<file path="config.mk">
export PLATFORM = sky130hd
export DESIGN_NAME = bcd_calendar_rtc
export DESIGN_NICKNAME = d
export VERILOG_FILES = /design/src/rtl/rtc_cal_pkg.sv /design/src/rtl/rtc_prescaler.sv /design/src/rtl/rtc_ctrl.sv /design/src/rtl/rtc_calendar_core.sv /design/src/rtl/bcd_calendar_rtc.sv
export SDC_FILE = /design/constraint.sdc
export NUM_CORES = 1
export LEC_CHECK = 0
export ABC_AREA = 1
export ABC_CLOCK_PERIOD_IN_PS = 4350
export BUFFER_PORTS_ARGS = -buffer_cell sky130_fd_sc_hd__buf_2
export CORE_AREA = 4 4 107 109
export DETAILED_ROUTE_END_ITERATION = 8
export DIE_AREA = 0 0 111 113
export PLACE_DENSITY = 0.74
export SYNTH_ARGS = -nofsm -noshare
export SYNTH_HDL_FRONTEND = slang
export SYNTH_SLANG_ARGS = --single-unit
</file>
<file path="constraint.sdc">
create_clock -name clk -period 4.35 [get_ports clk]
set_input_delay 0.435 -clock clk [delete_from_list [all_inputs] [get_ports clk]]
set_output_delay 0.435 -clock clk [all_outputs]
set_load 0.005 [all_outputs]
</file>
<file path="src/rtl/rtc_cal_pkg.sv">
package rtc_cal_pkg;

  localparam int NUM_FIELDS = 7;
  localparam int SEL_W      = $clog2(NUM_FIELDS);

  // field index i lives in bits [8*i +: 8]; index order equals register order
  typedef struct packed {
    logic [7:0] yr;
    logic [7:0] mon;
    logic [7:0] mdy;
    logic [7:0] wdy;
    logic [7:0] hr;
    logic [7:0] mnt;
    logic [7:0] sec;
  } cal_t;

  function automatic logic [7:0] bcd_inc(input logic [7:0] v);
    if (v[3:0] >= 4'd9) return {v[7:4] + 4'd1, 4'd0};
    return {v[7:4], v[3:0] + 4'd1};
  endfunction

  function automatic logic year_is_leap(input logic [7:0] y);
    logic [7:0] b;
    b = ({4'b0, y[7:4]} * 8'd10) + {4'b0, y[3:0]};
    return (b[1:0] == 2'b00);
  endfunction

  function automatic logic [7:0] month_last_day(input logic [7:0] m, input logic [7:0] y);
    case (m)
      8'h02:                      return year_is_leap(y) ? 8'h29 : 8'h28;
      8'h04, 8'h06, 8'h09, 8'h11: return 8'h30;
      default:                    return 8'h31;
    endcase
  endfunction

  function automatic logic [7:0] field_mask(input int idx);
    case (idx)
      0, 1, 2: return 8'h7F;
      3:       return 8'h07;
      4:       return 8'h3F;
      5:       return 8'h1F;
      default: return 8'hFF;
    endcase
  endfunction

  function automatic logic [7:0] field_init(input int idx, input logic mode24);
    case (idx)
      2:       return mode24 ? 8'h00 : 8'h12;
      4, 5:    return 8'h01;
      default: return 8'h00;
    endcase
  endfunction

endpackage

</file>
<file path="src/rtl/rtc_prescaler.sv">
module rtc_prescaler #(
  parameter int TICKS_PER_SEC = 32768
) (
  input  logic clk,
  input  logic rst_n,
  input  logic tick_en,
  input  logic run,
  input  logic clear,
  output logic sec_pulse
);
  localparam int CW = (TICKS_PER_SEC > 1) ? $clog2(TICKS_PER_SEC) : 1;
  localparam logic [CW-1:0] LAST = CW'(TICKS_PER_SEC - 1);

  logic [CW-1:0] cnt_q;

  assign sec_pulse = run && tick_en && !clear && (cnt_q == LAST);

  always_ff @(posedge clk or negedge rst_n) begin
    if (!rst_n)              cnt_q <= '0;
    else if (clear || !run)  cnt_q <= '0;
    else if (tick_en)        cnt_q <= (cnt_q == LAST) ? '0 : cnt_q + 1'b1;
  end

  AST_PRESCALE_RANGE: assert property (@(posedge clk) disable iff (!rst_n)
    cnt_q <= LAST);
  AST_COUNT_ONLY_ON_TICK: assert property (@(posedge clk) disable iff (!rst_n)
    (!tick_en && run && !clear) |=> $stable(cnt_q));

endmodule

</file>
<file path="src/rtl/rtc_ctrl.sv">
module rtc_ctrl (
  input  logic       clk,
  input  logic       rst_n,
  input  logic       tick_en,
  input  logic       sec_pulse,
  input  logic       ctrl_we,
  input  logic       stat_we,
  input  logic [7:0] wdata,
  output logic       run_ack,
  output logic       mode24,
  output logic       rst_busy,
  output logic       init_now,
  output logic       carry
);
  logic run_req;

  assign init_now = rst_busy && tick_en;

  always_ff @(posedge clk or negedge rst_n) begin
    if (!rst_n) begin
      run_req  <= 1'b0;
      run_ack  <= 1'b0;
      mode24   <= 1'b1;
      rst_busy <= 1'b0;
      carry    <= 1'b0;
    end else begin
      if (ctrl_we) begin
        run_req <= wdata[0];
        mode24  <= wdata[2];
      end
      if (ctrl_we && wdata[1]) rst_busy <= 1'b1;
      else if (init_now)       rst_busy <= 1'b0;
      if (tick_en) run_ack <= run_req;
      if (sec_pulse)                carry <= 1'b1;
      else if (stat_we && !wdata[0]) carry <= 1'b0;
    end
  end

  AST_ACK_WAITS_TICK: assert property (@(posedge clk) disable iff (!rst_n)
    !tick_en |=> $stable(run_ack));
  AST_CARRY_ON_STEP: assert property (@(posedge clk) disable iff (!rst_n)
    sec_pulse |=> carry);
  AST_RESET_SELF_CLEARS: assert property (@(posedge clk) disable iff (!rst_n)
    (rst_busy && tick_en && !ctrl_we) |=> !rst_busy);

endmodule

</file>
<file path="src/rtl/rtc_calendar_core.sv">
module rtc_calendar_core
  import rtc_cal_pkg::*;
(
  input  logic                    clk,
  input  logic                    rst_n,
  input  logic                    sec_pulse,
  input  logic                    init,
  input  logic                    mode24,
  input  logic                    fld_we,
  input  logic [SEL_W-1:0]        fld_sel,
  input  logic [7:0]              fld_wdata,
  output logic [8*NUM_FIELDS-1:0] cal_flat
);
  logic [7:0] fld_q [NUM_FIELDS];
  cal_t cur, nxt;
  logic [7:0] hinc;
  logic min_c, hr_c, day_c, mon_c, yr_c;
  logic sec_ok, wdy_ok;

  assign cur    = cal_t'(cal_flat);
  assign hinc   = bcd_inc({2'b00, cur.hr[5:0]});
  assign sec_ok = (cur.sec[3:0] <= 4'd9) && (cur.sec <= 8'h59);
  assign wdy_ok = (cur.wdy <= 8'd6);

  always_comb begin
    nxt   = cur;
    min_c = 1'b0; hr_c = 1'b0; day_c = 1'b0; mon_c = 1'b0; yr_c = 1'b0;
    if (cur.sec >= 8'h59) begin nxt.sec = 8'h00; min_c = 1'b1; end
    else nxt.sec = bcd_inc(cur.sec);
    if (min_c) begin
      if (cur.mnt >= 8'h59) begin nxt.mnt = 8'h00; hr_c = 1'b1; end
      else nxt.mnt = bcd_inc(cur.mnt);
    end
    if (hr_c) begin
      if (mode24) begin
        if (cur.hr[5:0] >= 6'h23) begin nxt.hr = 8'h00; day_c = 1'b1; end
        else nxt.hr = {2'b00, hinc[5:0]};
      end else if (cur.hr[5:0] == 6'h11) begin
        nxt.hr = {1'b0, ~cur.hr[6], 6'h12};
        day_c  = cur.hr[6];
      end else if (cur.hr[5:0] >= 6'h12) begin
        nxt.hr = {1'b0, cur.hr[6], 6'h01};
      end else begin
        nxt.hr = {1'b0, cur.hr[6], hinc[5:0]};
      end
    end
    if (day_c) begin
      nxt.wdy = (cur.wdy >= 8'd6) ? 8'd0 : cur.wdy + 8'd1;
      if (cur.mdy >= month_last_day(cur.mon, cur.yr)) begin nxt.mdy = 8'h01; mon_c = 1'b1; end
      else nxt.mdy = bcd_inc(cur.mdy);
    end
    if (mon_c) begin
      if (cur.mon >= 8'h12) begin nxt.mon = 8'h01; yr_c = 1'b1; end
      else nxt.mon = bcd_inc(cur.mon);
    end
    if (yr_c) nxt.yr = (cur.yr >= 8'h99) ? 8'h00 : bcd_inc(cur.yr);
  end

  for (genvar gi = 0; gi < NUM_FIELDS; gi++) begin : g_fld
    logic [8*NUM_FIELDS-1:0] nxt_flat;
    assign nxt_flat = nxt;
    always_ff @(posedge clk or negedge rst_n) begin
      if (!rst_n)         fld_q[gi] <= field_init(gi, 1'b1);
      else if (init)      fld_q[gi] <= field_init(gi, mode24);
      else if (sec_pulse) fld_q[gi] <= nxt_flat[8*gi +: 8];
      else if (fld_we && (fld_sel == SEL_W'(gi)))
                          fld_q[gi] <= fld_wdata & field_mask(gi);
    end
    assign cal_flat[8*gi +: 8] = fld_q[gi];
  end

  AST_IDLE_HOLDS_FIELDS: assert property (@(posedge clk) disable iff (!rst_n)
    (!sec_pulse && !fld_we && !init) |=> $stable(cal_flat));
  AST_SEC_STAYS_LEGAL: assert property (@(posedge clk) disable iff (!rst_n)
    (sec_pulse && !init && sec_ok) |=> sec_ok);
  AST_WDAY_STAYS_LEGAL: assert property (@(posedge clk) disable iff (!rst_n)
    (sec_pulse && !init && wdy_ok) |=> wdy_ok);

endmodule

</file>
<file path="src/rtl/bcd_calendar_rtc.sv">
module bcd_calendar_rtc
  import rtc_cal_pkg::*;
#(
  parameter int TICKS_PER_SEC = 32768,
  parameter int ADDR_W        = 4
) (
  input  logic              clk,
  input  logic              rst_n,
  input  logic              tick_en,
  input  logic              reg_wr,
  input  logic [ADDR_W-1:0] reg_addr,
  input  logic [7:0]        reg_wdata,
  output logic [7:0]        reg_rdata
);
  localparam int FLD_BASE = 2;
  localparam logic [ADDR_W-1:0] A_CTRL    = ADDR_W'(0);
  localparam logic [ADDR_W-1:0] A_STAT    = ADDR_W'(1);
  localparam logic [ADDR_W-1:0] A_FLD_LO  = ADDR_W'(FLD_BASE);
  localparam logic [ADDR_W-1:0] A_FLD_END = ADDR_W'(FLD_BASE + NUM_FIELDS);

  logic run_ack, mode24, rst_busy, init_now, carry, sec_pulse;
  logic is_fld, fld_we;
  logic [ADDR_W-1:0] fld_off;
  logic [SEL_W-1:0]  fld_sel;
  logic [7:0]        fld_rd;
  logic [8*NUM_FIELDS-1:0] cal_flat;

  assign is_fld  = (reg_addr >= A_FLD_LO) && (reg_addr < A_FLD_END);
  assign fld_off = reg_addr - A_FLD_LO;
  assign fld_sel = fld_off[SEL_W-1:0];
  assign fld_we  = reg_wr && is_fld && !run_ack;

  rtc_ctrl u_ctrl (
    .clk(clk), .rst_n(rst_n), .tick_en(tick_en), .sec_pulse(sec_pulse),
    .ctrl_we(reg_wr && (reg_addr == A_CTRL)), .stat_we(reg_wr && (reg_addr == A_STAT)),
    .wdata(reg_wdata), .run_ack(run_ack), .mode24(mode24), .rst_busy(rst_busy),
    .init_now(init_now), .carry(carry)
  );

  rtc_prescaler #(.TICKS_PER_SEC(TICKS_PER_SEC)) u_pre (
    .clk(clk), .rst_n(rst_n), .tick_en(tick_en), .run(run_ack),
    .clear(init_now), .sec_pulse(sec_pulse)
  );

  rtc_calendar_core u_core (
    .clk(clk), .rst_n(rst_n), .sec_pulse(sec_pulse), .init(init_now),
    .mode24(mode24), .fld_we(fld_we), .fld_sel(fld_sel), .fld_wdata(reg_wdata),
    .cal_flat(cal_flat)
  );

  always_comb begin
    fld_rd = 8'h00;
    for (int i = 0; i < NUM_FIELDS; i++)
      if (fld_sel == SEL_W'(i)) fld_rd = cal_flat[8*i +: 8];
  end

  always_comb begin
    reg_rdata = 8'h00;
    if (reg_addr == A_CTRL)      reg_rdata = {5'b0, mode24, rst_busy, run_ack};
    else if (reg_addr == A_STAT) reg_rdata = {7'b0, carry};
    else if (is_fld)             reg_rdata = fld_rd;
  end

  AST_RUNNING_BLOCKS_WRITES: assert property (@(posedge clk) disable iff (!rst_n)
    (run_ack && !sec_pulse && !init_now) |=> $stable(cal_flat));
  AST_STEP_NEEDS_RUN: assert property (@(posedge clk) disable iff (!rst_n)
    sec_pulse |-> (run_ack && tick_en));

endmodule

</file>
==> results.yml, run 1 <==
status:
  status: "completed"
placement:
  portBuffers: 23
  place_congestion: 0.9663
  dp_hpwl_mm: 11.52
  place_worst_setup_slack_ps: 1470
die:
  die_h_um: 113
  initial_core_util_pct: 52.96
  pin_count: 24
  die_w_um: 111
  dieArea_um2: 12540
  coreArea_um2: 10600
  num_rows: 38
global_routing:
  overflow: 0
  grt_max_degree: 76
  antenna_found_initial: 0
  grt_use_total_pct: 25.48
  grt_pass1_wl_mm: 25.88
  grt_pass1_vias: 5257
cts:
  clock_latency_ps: 370
  tritoncts: "done"
  cts_root_buf: "clkbuf_8"
  clockBufferDepth: 2
  clock_sinks: 75
  clk_pin_slew_worst_paths_ps: 90
  cts-resized-gates: 0
  cts_htree_levels: 3
  cts_setup_buffers: 0
  numCtsBuffers: 9
  postCtsHoldBufs: 0
timing:
  setup_viol: 0
  finClkSkew_ps: 10.85
  period_share_pct: 67.04
  rsz0062_at_grt: "false"
  hold_viol: 0
  setup_tns_ps: 0
  layout_setup_ws_ps: 1434
  min_period_ps: 2916
  drv_slew: 0
  slew_headroom_pct: 34.66
  fmax_mhz: 342.9
  worst_slew_pin_slew_ps: 980.1
route:
  drtIter0Drc: 403
  firstDrtPassIters: 6
  drc: 0
  vias: 5491
  drt.antenna.violating_nets: 0
  wire_per_inst_um: 15.91
  via_per_inst: 5.684
  drt_wl_total_mm: 15.37
logic_synthesis:
  yosys_register_bits: 75
  synth_compound_area_share_pct: 16.00
  synthSimpleGateAreaFrac_pct: 29.34
  synth_top_area_share_pct: 32.09
  avgSynthCellArea_um2: 7.081
  synth.top_cells.by_area: "dfrtp_1 (32%), nand2_1 (13%), ha_1 (8.9%)"
  synth_xor_area_share_pct: 3.587
  synthAdderAreaFrac_pct: 8.913
  ys_types: 45
  yosysWarnings: 0
  synth.area.mux_share_pct: 0
  synth_top_cell_by_area: "dfrtp_1"
  synth_top_family_by_area: "simple AND/OR/NAND/NOR gates"
  syn_nets: 849
  synth_area_um2: 5615
  synthCells: 793
  yosysSeqAreaShare_pct: 33.49
worst_setup_path:
  cp.required_ps: 4600
  path_class: "flip-flop to flip-flop"
  reg2regPathDepth: 17
  startpoint: "u_core.cal_flat[40]"
  worstReg2RegStart: "u_core.cal_flat[40]"
  cp-end-kind: "flip-flop"
  path_max_fanout: 8
  start_kind: "flip-flop"
  cp.arrival_ps: 3170
pwr:
  comb_power_share_pct: 34.8
  sequentialPowerShare_pct: 40.8
  power.share.clock_pct: 24.4
  p_int_mw: 1.495
  switchingPower_mw: 1.058
  worst_ir_drop_vdd_mv: 0.2444
  leakage_nw: 3.022
  swShare_pct: 41.44
  cellPowerDensity_nw_per_um2: 418.0
min_path:
  holdCritPathClass: "primary input to asynchronous set/reset pin"
cells_and_area:
  layout.nets: 877
  fillers: 982
  diodes: 0
  syn_to_final_growth_pct: 8.734
  drive_gt1_share_pct: 9.443
flow_run:
  maxCapViolCount: 0
logic make-up after synthesis:
logic type / count (synthesis)
simple gates: 373
buf+inv: 125
xor+xnor: 23
fa+ha+maj: 40
flops: 75
compound gates: 157
sequential cells by signal (all words and copies together) (netlist names):
signal and count:
u_ctrl.mode24 1, u_ctrl.rst_busy 1, u_core.cal_flat 55, u_ctrl.run_ack 1, u_pre.cnt_q 15, u_ctrl.run_req 1, u_ctrl.carry 1
synth_stat cells (all sizes together):
| cell type | count |
|---|---|
| clkbuf | 3 |
| a22o | 1 |
| clkinv | 1 |
| dfstp | 3 |
| o221ai | 3 |
| a21boi | 1 |
| a2111oi | 1 |
| ha | 40 |
| o21a | 1 |
| nand3 | 72 |
| o2111ai | 2 |
| nor3 | 11 |
| nand3b | 3 |
| dfrtp | 72 |
| or2 | 2 |
| a32o | 2 |
| o211ai | 6 |
| a21oi | 29 |
| nor4 | 1 |
| o21bai | 1 |
| buf | 6 |
| nand2 | 206 |
| o21ai | 90 |
| nor2 | 63 |
| xor2 | 15 |
| nand4 | 15 |
| o31ai | 4 |
| o22ai | 8 |
| a22oi | 4 |
| xnor2 | 8 |
| o41ai | 1 |
| a31oi | 3 |
| inv | 115 |
stage by stage:
stage	hold slack, ps	power (mW)	util (%)	std cells	area, um^2
finish	203.8	2.552	57.59	966	6106
global route	311.9	2.747	57.59	966	6106
CTS	268.8	2.546	57.59	966	6106
detailed placement	478.6	1.924	55.45	950	5879
global placement	470.6	1.891	55.45	950	5879
floorplan	139.4	1.647	-	793	5615
power groups by stage:
stage               Sequential (mW)  Combinational, mW  Clock [mW]
finish                         1.04              0.888       0.623
global route                   1.06               1.02       0.663
CTS                            1.04              0.879       0.630
detailed placement             1.05              0.874           0
global placement               1.04              0.849           0
floorplan                     0.986              0.661           0
critical path: stages, from the launching register on:
cell and delay (ps):
dfstp_2 570, inv_1 110, ha_1 240, o21ai_0 160
o21ai_0 100, a31oi_1 180, nand2_1 70, inv_1 60
ha_1 120, nand2_1 50, nor3_1 210, nand2_1 80
nand3_1 230, nand3_1 180, nor2_2 170, nand2_1 120
nand3_1 90, nand2_1 60
placed cells by master (no fill, tap or decap), types with 16 or more instances in the layout:
| cell | n |
|---|---|
| nand2_1 | 195 |
| inv_1 | 111 |
| dfrtp_1 | 72 |
| o21ai_0 | 71 |
| nand3_1 | 70 |
| nor2_1 | 56 |
| ha_1 | 40 |
| a21oi_1 | 29 |
| buf_2 | 22 |
| o21ai_1 | 16 |
area by class of cell:
type / instances / area [um^2] / area share (%)
clock buffer: 10 / 137.6 / 2.254
clock inverter: 6 / 88.84 / 1.455
inverter: 116 / 435.4 / 7.131
multi-input combinational: 593 / 3248 / 53.20
sequential: 75 / 1881 / 30.80
tap: 140 / 175.2 / 2.869
timing repair buffer: 26 / 140.1 / 2.295
per-layer routing:
metal	global-route usage, %	wire length, um	up-vias
met1	35.13	6809	2555
li1	-	-	2678
met2	41.18	6926	231
met5	0	0	-
met4	8.210	309	0
met3	4.278	1322	27
worst paths after layout:
path	end	slack, ps
hold reg to reg	u_ctrl.run_ack	500
min in group clk	u_ctrl.rst_busy	310
setup reg to reg	u_core.cal_flat[53]	1430
hold / removal	u_core.cal_flat[34]	200
setup / recovery	u_core.cal_flat[53]	1430
max in group asynchronous	u_core.cal_flat[48]	3490
(Power assumes the default switching activity.)
==> run 2: changes to the inputs <==
--- a/config.mk
+++ b/config.mk
@@ -5,13 +5,13 @@
 export SDC_FILE = /design/constraint.sdc
 export NUM_CORES = 1
 export LEC_CHECK = 0
-export ABC_AREA = 1
-export ABC_CLOCK_PERIOD_IN_PS = 4350
+export ABC_AREA = 0
+export ABC_CLOCK_PERIOD_IN_PS = 2900
 export BUFFER_PORTS_ARGS = -buffer_cell sky130_fd_sc_hd__buf_2
-export CORE_AREA = 4 4 107 109
+export CORE_AREA = 4 4 105 107
 export DETAILED_ROUTE_END_ITERATION = 8
-export DIE_AREA = 0 0 111 113
-export PLACE_DENSITY = 0.74
+export DIE_AREA = 0 0 109 111
+export PLACE_DENSITY = 0.75
 export SYNTH_ARGS = -nofsm -noshare
 export SYNTH_HDL_FRONTEND = slang
 export SYNTH_SLANG_ARGS = --single-unit
==> constraint.sdc (replaced) <==
create_clock -name clk -period 2.9 [get_ports clk]
set_input_delay 0.29 -clock clk [delete_from_list [all_inputs] [get_ports clk]]
set_output_delay 0.29 -clock clk [all_outputs]
set_load 0.005 [all_outputs]
==> run 2 against run 1 <==
Compared with the run above:
- the flow now finishes with violations (setup timing)
- routed wire length rose by 11%
- global-route usage rose by 3.2 points
- clock power rose by 19%
- sequential cell count did not move
- core utilization rose by 6.2 points
- synthesized cell count fell by 20%
- sequential power rose by 53%
- register-to-register slack got worse by 1800 ps
- non-clock buffer count rose by 44
- die area fell by 3.5%
==> results.yml, run 2 <==
placement:
  placed_cell_area_um2: 6017
  portBuffers: 23
  place_congestion: 0.9537
  dp.cells: 804
  dp_hpwl_mm: 12.39
global_routing:
  overflow: 0
  use_met1_pct: 39.16
  grt_pass1_vias: 5199
  antenna_found_initial: 0
  grt_pass1_wl_mm: 27.09
  met2_usage_pct: 43.00
  grt_use_total_pct: 28.70
  grt_busiest_layer: "met2"
  use_met3_pct: 5.183
  grt_max_degree: 76
timing:
  period_share_pct: 113.3
  layout_setup_ws_ps: -385.6
  slew_headroom_pct: 35.62
  rsz0062_at_grt: "true"
  worst_slew_pin_slew_ps: 965.7
  fmax_mhz: 304.4
  hold_viol: 0
  drv_slew: 0
  finClkSkew_ps: 10.15
  min_period_ps: 3286
  setup_viol: 23
cells_and_area:
  mostFrequentLayoutCell: "dfrtp_1"
  layout.nets: 744
  final_area_um2: 6471
  layout_common_cells: "dfrtp_1 (72), o21ai_0 (55), nor2_1 (45)"
  final_cells: 829
  largest_reg_flops: 55
  fillers: 830
  drive_gt1_share_pct: 20.92
  syn_to_final_growth_pct: 17.79
  diodes: 0
worst_setup_path:
  cp.required_ps: 3200
  reg2regPathDepth: 14
  path_max_fanout: 5
  cp.arrival_ps: 3590
  cp_cell_sequence: "inv_2, ha_4, o211ai_1, a21oi_1, a31oi_1, nor3_2, a21oi_2, ha_1, nor4b_2, o21ai_2, a211o_4, or3_4, o31ai_4, a22o_1"
  start_kind: "flip-flop"
  path_buf_inv: 1
  cpPeakStageDelay_ps: 560
  cp_slowest_cell: "dfstp_2"
  path_class: "flip-flop to flip-flop"
  path_delay_family: "compound AO/OA/AOI/OAI gates"
  timing.rr.end: "u_core.cal_flat[35]"
  reg2reg_slack_ps: -390
  cp-end-kind: "flip-flop"
  worstReg2RegStart: "u_core.cal_flat[40]"
route:
  firstDrtPassIters: 5
  via_per_inst: 6.569
  drt.antenna.violating_nets: 0
  vias: 5446
  drt_wl_total_mm: 17.09
  drtIter0Drc: 603
  drc: 0
  wire_per_inst_um: 20.62
logic_synthesis:
  synthCells: 631
  ys_types: 74
  synth_area_um2: 5494
  avgSynthCellArea_um2: 8.707
  ys_async_sr_fraction_pct: 100.0
  synth.top_cells.by_area: "dfrtp_1 (33%), ha_1 (9.1%), o21ai_0 (5.5%)"
  synth_ff_type: "dfrtp_1"
  syn_nets: 687
  synth_common_cells: "dfrtp_1 (72), o21ai_0 (60), nor2_1 (48)"
  yosysWarnings: 0
  synth_top_area_share_pct: 32.79
  synth_top_cell_by_area: "dfrtp_1"
  yosysSeqAreaShare_pct: 34.23
  yosysMostFrequentCell: "dfrtp_1"
  synth_edf_count: 0
  yosys_register_bits: 75
die:
  die_h_um: 111
  coreArea_um2: 10140
  num_rows: 37
  pin_count: 24
  die_w_um: 109
  initial_core_util_pct: 54.19
  dieArea_um2: 12100
pwr:
  comb_power_share_pct: 39.3
  worst_ir_drop_vdd_mv: 0.4170
  p_int_mw: 2.284
  sequentialPowerShare_pct: 41.4
  swShare_pct: 40.57
  p_total_mw: 3.843
  cellPowerDensity_nw_per_um2: 593.8
  switchingPower_mw: 1.559
  leakage_nw: 2.823
  power.share.clock_pct: 19.3
cts:
  clock_sinks: 75
  clockBufferDepth: 2
  clk_pin_slew_worst_paths_ps: 80
  cts_root_buf: "clkbuf_8"
  tritoncts: "done"
  clock_latency_ps: 360
  cts_htree_levels: 3
  numCtsBuffers: 9
status:
  status: "finished with violations"
  violations: "setup timing"
min_path:
  holdCritPathClass: "primary input to asynchronous set/reset pin"
flow_run:
  maxCapViolCount: 0
==> run 2: cell count changes in the layout (fill, tap and decap cells not counted), sizes merged, moves of 10 or more <==
cell	previous run	this run
and2	0	10
buf	26	69
a31oi	3	18
nand2	206	40
o21ai	90	64
a21oi	29	42
inv	115	39
xor2	15	1
a22o	1	11
nand3	72	34
nor2	63	49
==> run 2: worst max-delay path by stage <==
stage	from	end	slack (ps)	cells after the start
2_1_floorplan	u_core.cal_flat[40]	u_core.cal_flat[35]	-130	14
3_3_place_gp	u_core.cal_flat[40]	u_core.cal_flat[35]	-230	14
3_5_place_dp	u_core.cal_flat[40]	u_core.cal_flat[55]	-370	14
4_1_cts	u_core.cal_flat[40]	u_core.cal_flat[35]	-340	14
5_1_grt	u_core.cal_flat[40]	u_core.cal_flat[35]	-500	14
6_report	u_core.cal_flat[40]	u_core.cal_flat[35]	-390	14
==> run 2: logic make-up after synthesis <==
| logic type | count (synthesis) | share of synthesized area (%) |
|---|---|---|
| AND/OR/NAND/NOR | 201 | 19.81 |
| multiplexers | 20 | 4.760 |
| AO/OA/AOI/OAI | 228 | 27.15 |
| XOR/XNOR | 3 | 0.4783 |
| buffers and inverters | 64 | 4.463 |
| adder cells (fa/ha/maj) | 40 | 9.110 |
| flip-flops | 75 | 34.23 |
==> run 2: power by group through the flow <==
stage,logic [mW],clock network (mW),registers [mW]
after global routing,1.66,0.804,1.62
after global placement,1.29,0,1.57
after detailed placement,1.34,0,1.58
after CTS,1.38,0.750,1.57
final,1.51,0.742,1.59
after floorplan,0.897,0,1.48
==> run 2: timing repair <==
item,CTS,global route
hold buffers,0,0
gates cloned,0,1
buffers inserted,3,6
setup endpoints to repair,23,27
gates resized for setup,15,28
hold endpoints to repair,0,0
pin swaps,7,17
==> run 2: routing by layer <==
layer / vias to the layer above / wire, um
li1: 2487 / -
met1: 2655 / 7146
met2: 251 / 7902
met3: 53 / 1338
met4: 0 / 706
met5: - / 0
==> run 2: per-stage QoR <==
stage / setup TNS [ps] / utilization (%) / hold slack, ps / setup slack, ps
2_1_floorplan: -432.5 / - / -5.591 / -126.8
3_3_place_gp: -2697 / 59.35 / 460.0 / -228.7
3_5_place_dp: -5778 / 59.35 / 469.1 / -371.7
4_1_cts: -5810 / 61.89 / 120.5 / -344.2
5_1_grt: -8923 / 63.83 / 166.0 / -503.1
6_report: -5719 / 63.83 / 84.65 / -385.6
==> run 2: cell type report <==
class	count	area (um^2)	share of cell area (%)
Tap cell	136	170.2	2.630
Timing Repair Buffer	70	515.5	7.966
Inverter	40	150.1	2.320
Sequential cell	75	1881	29.06
Clock buffer	14	162.7	2.514
Multi-Input combinational cell	492	3582	55.36
Clock inverter	2	10.01	0.1547
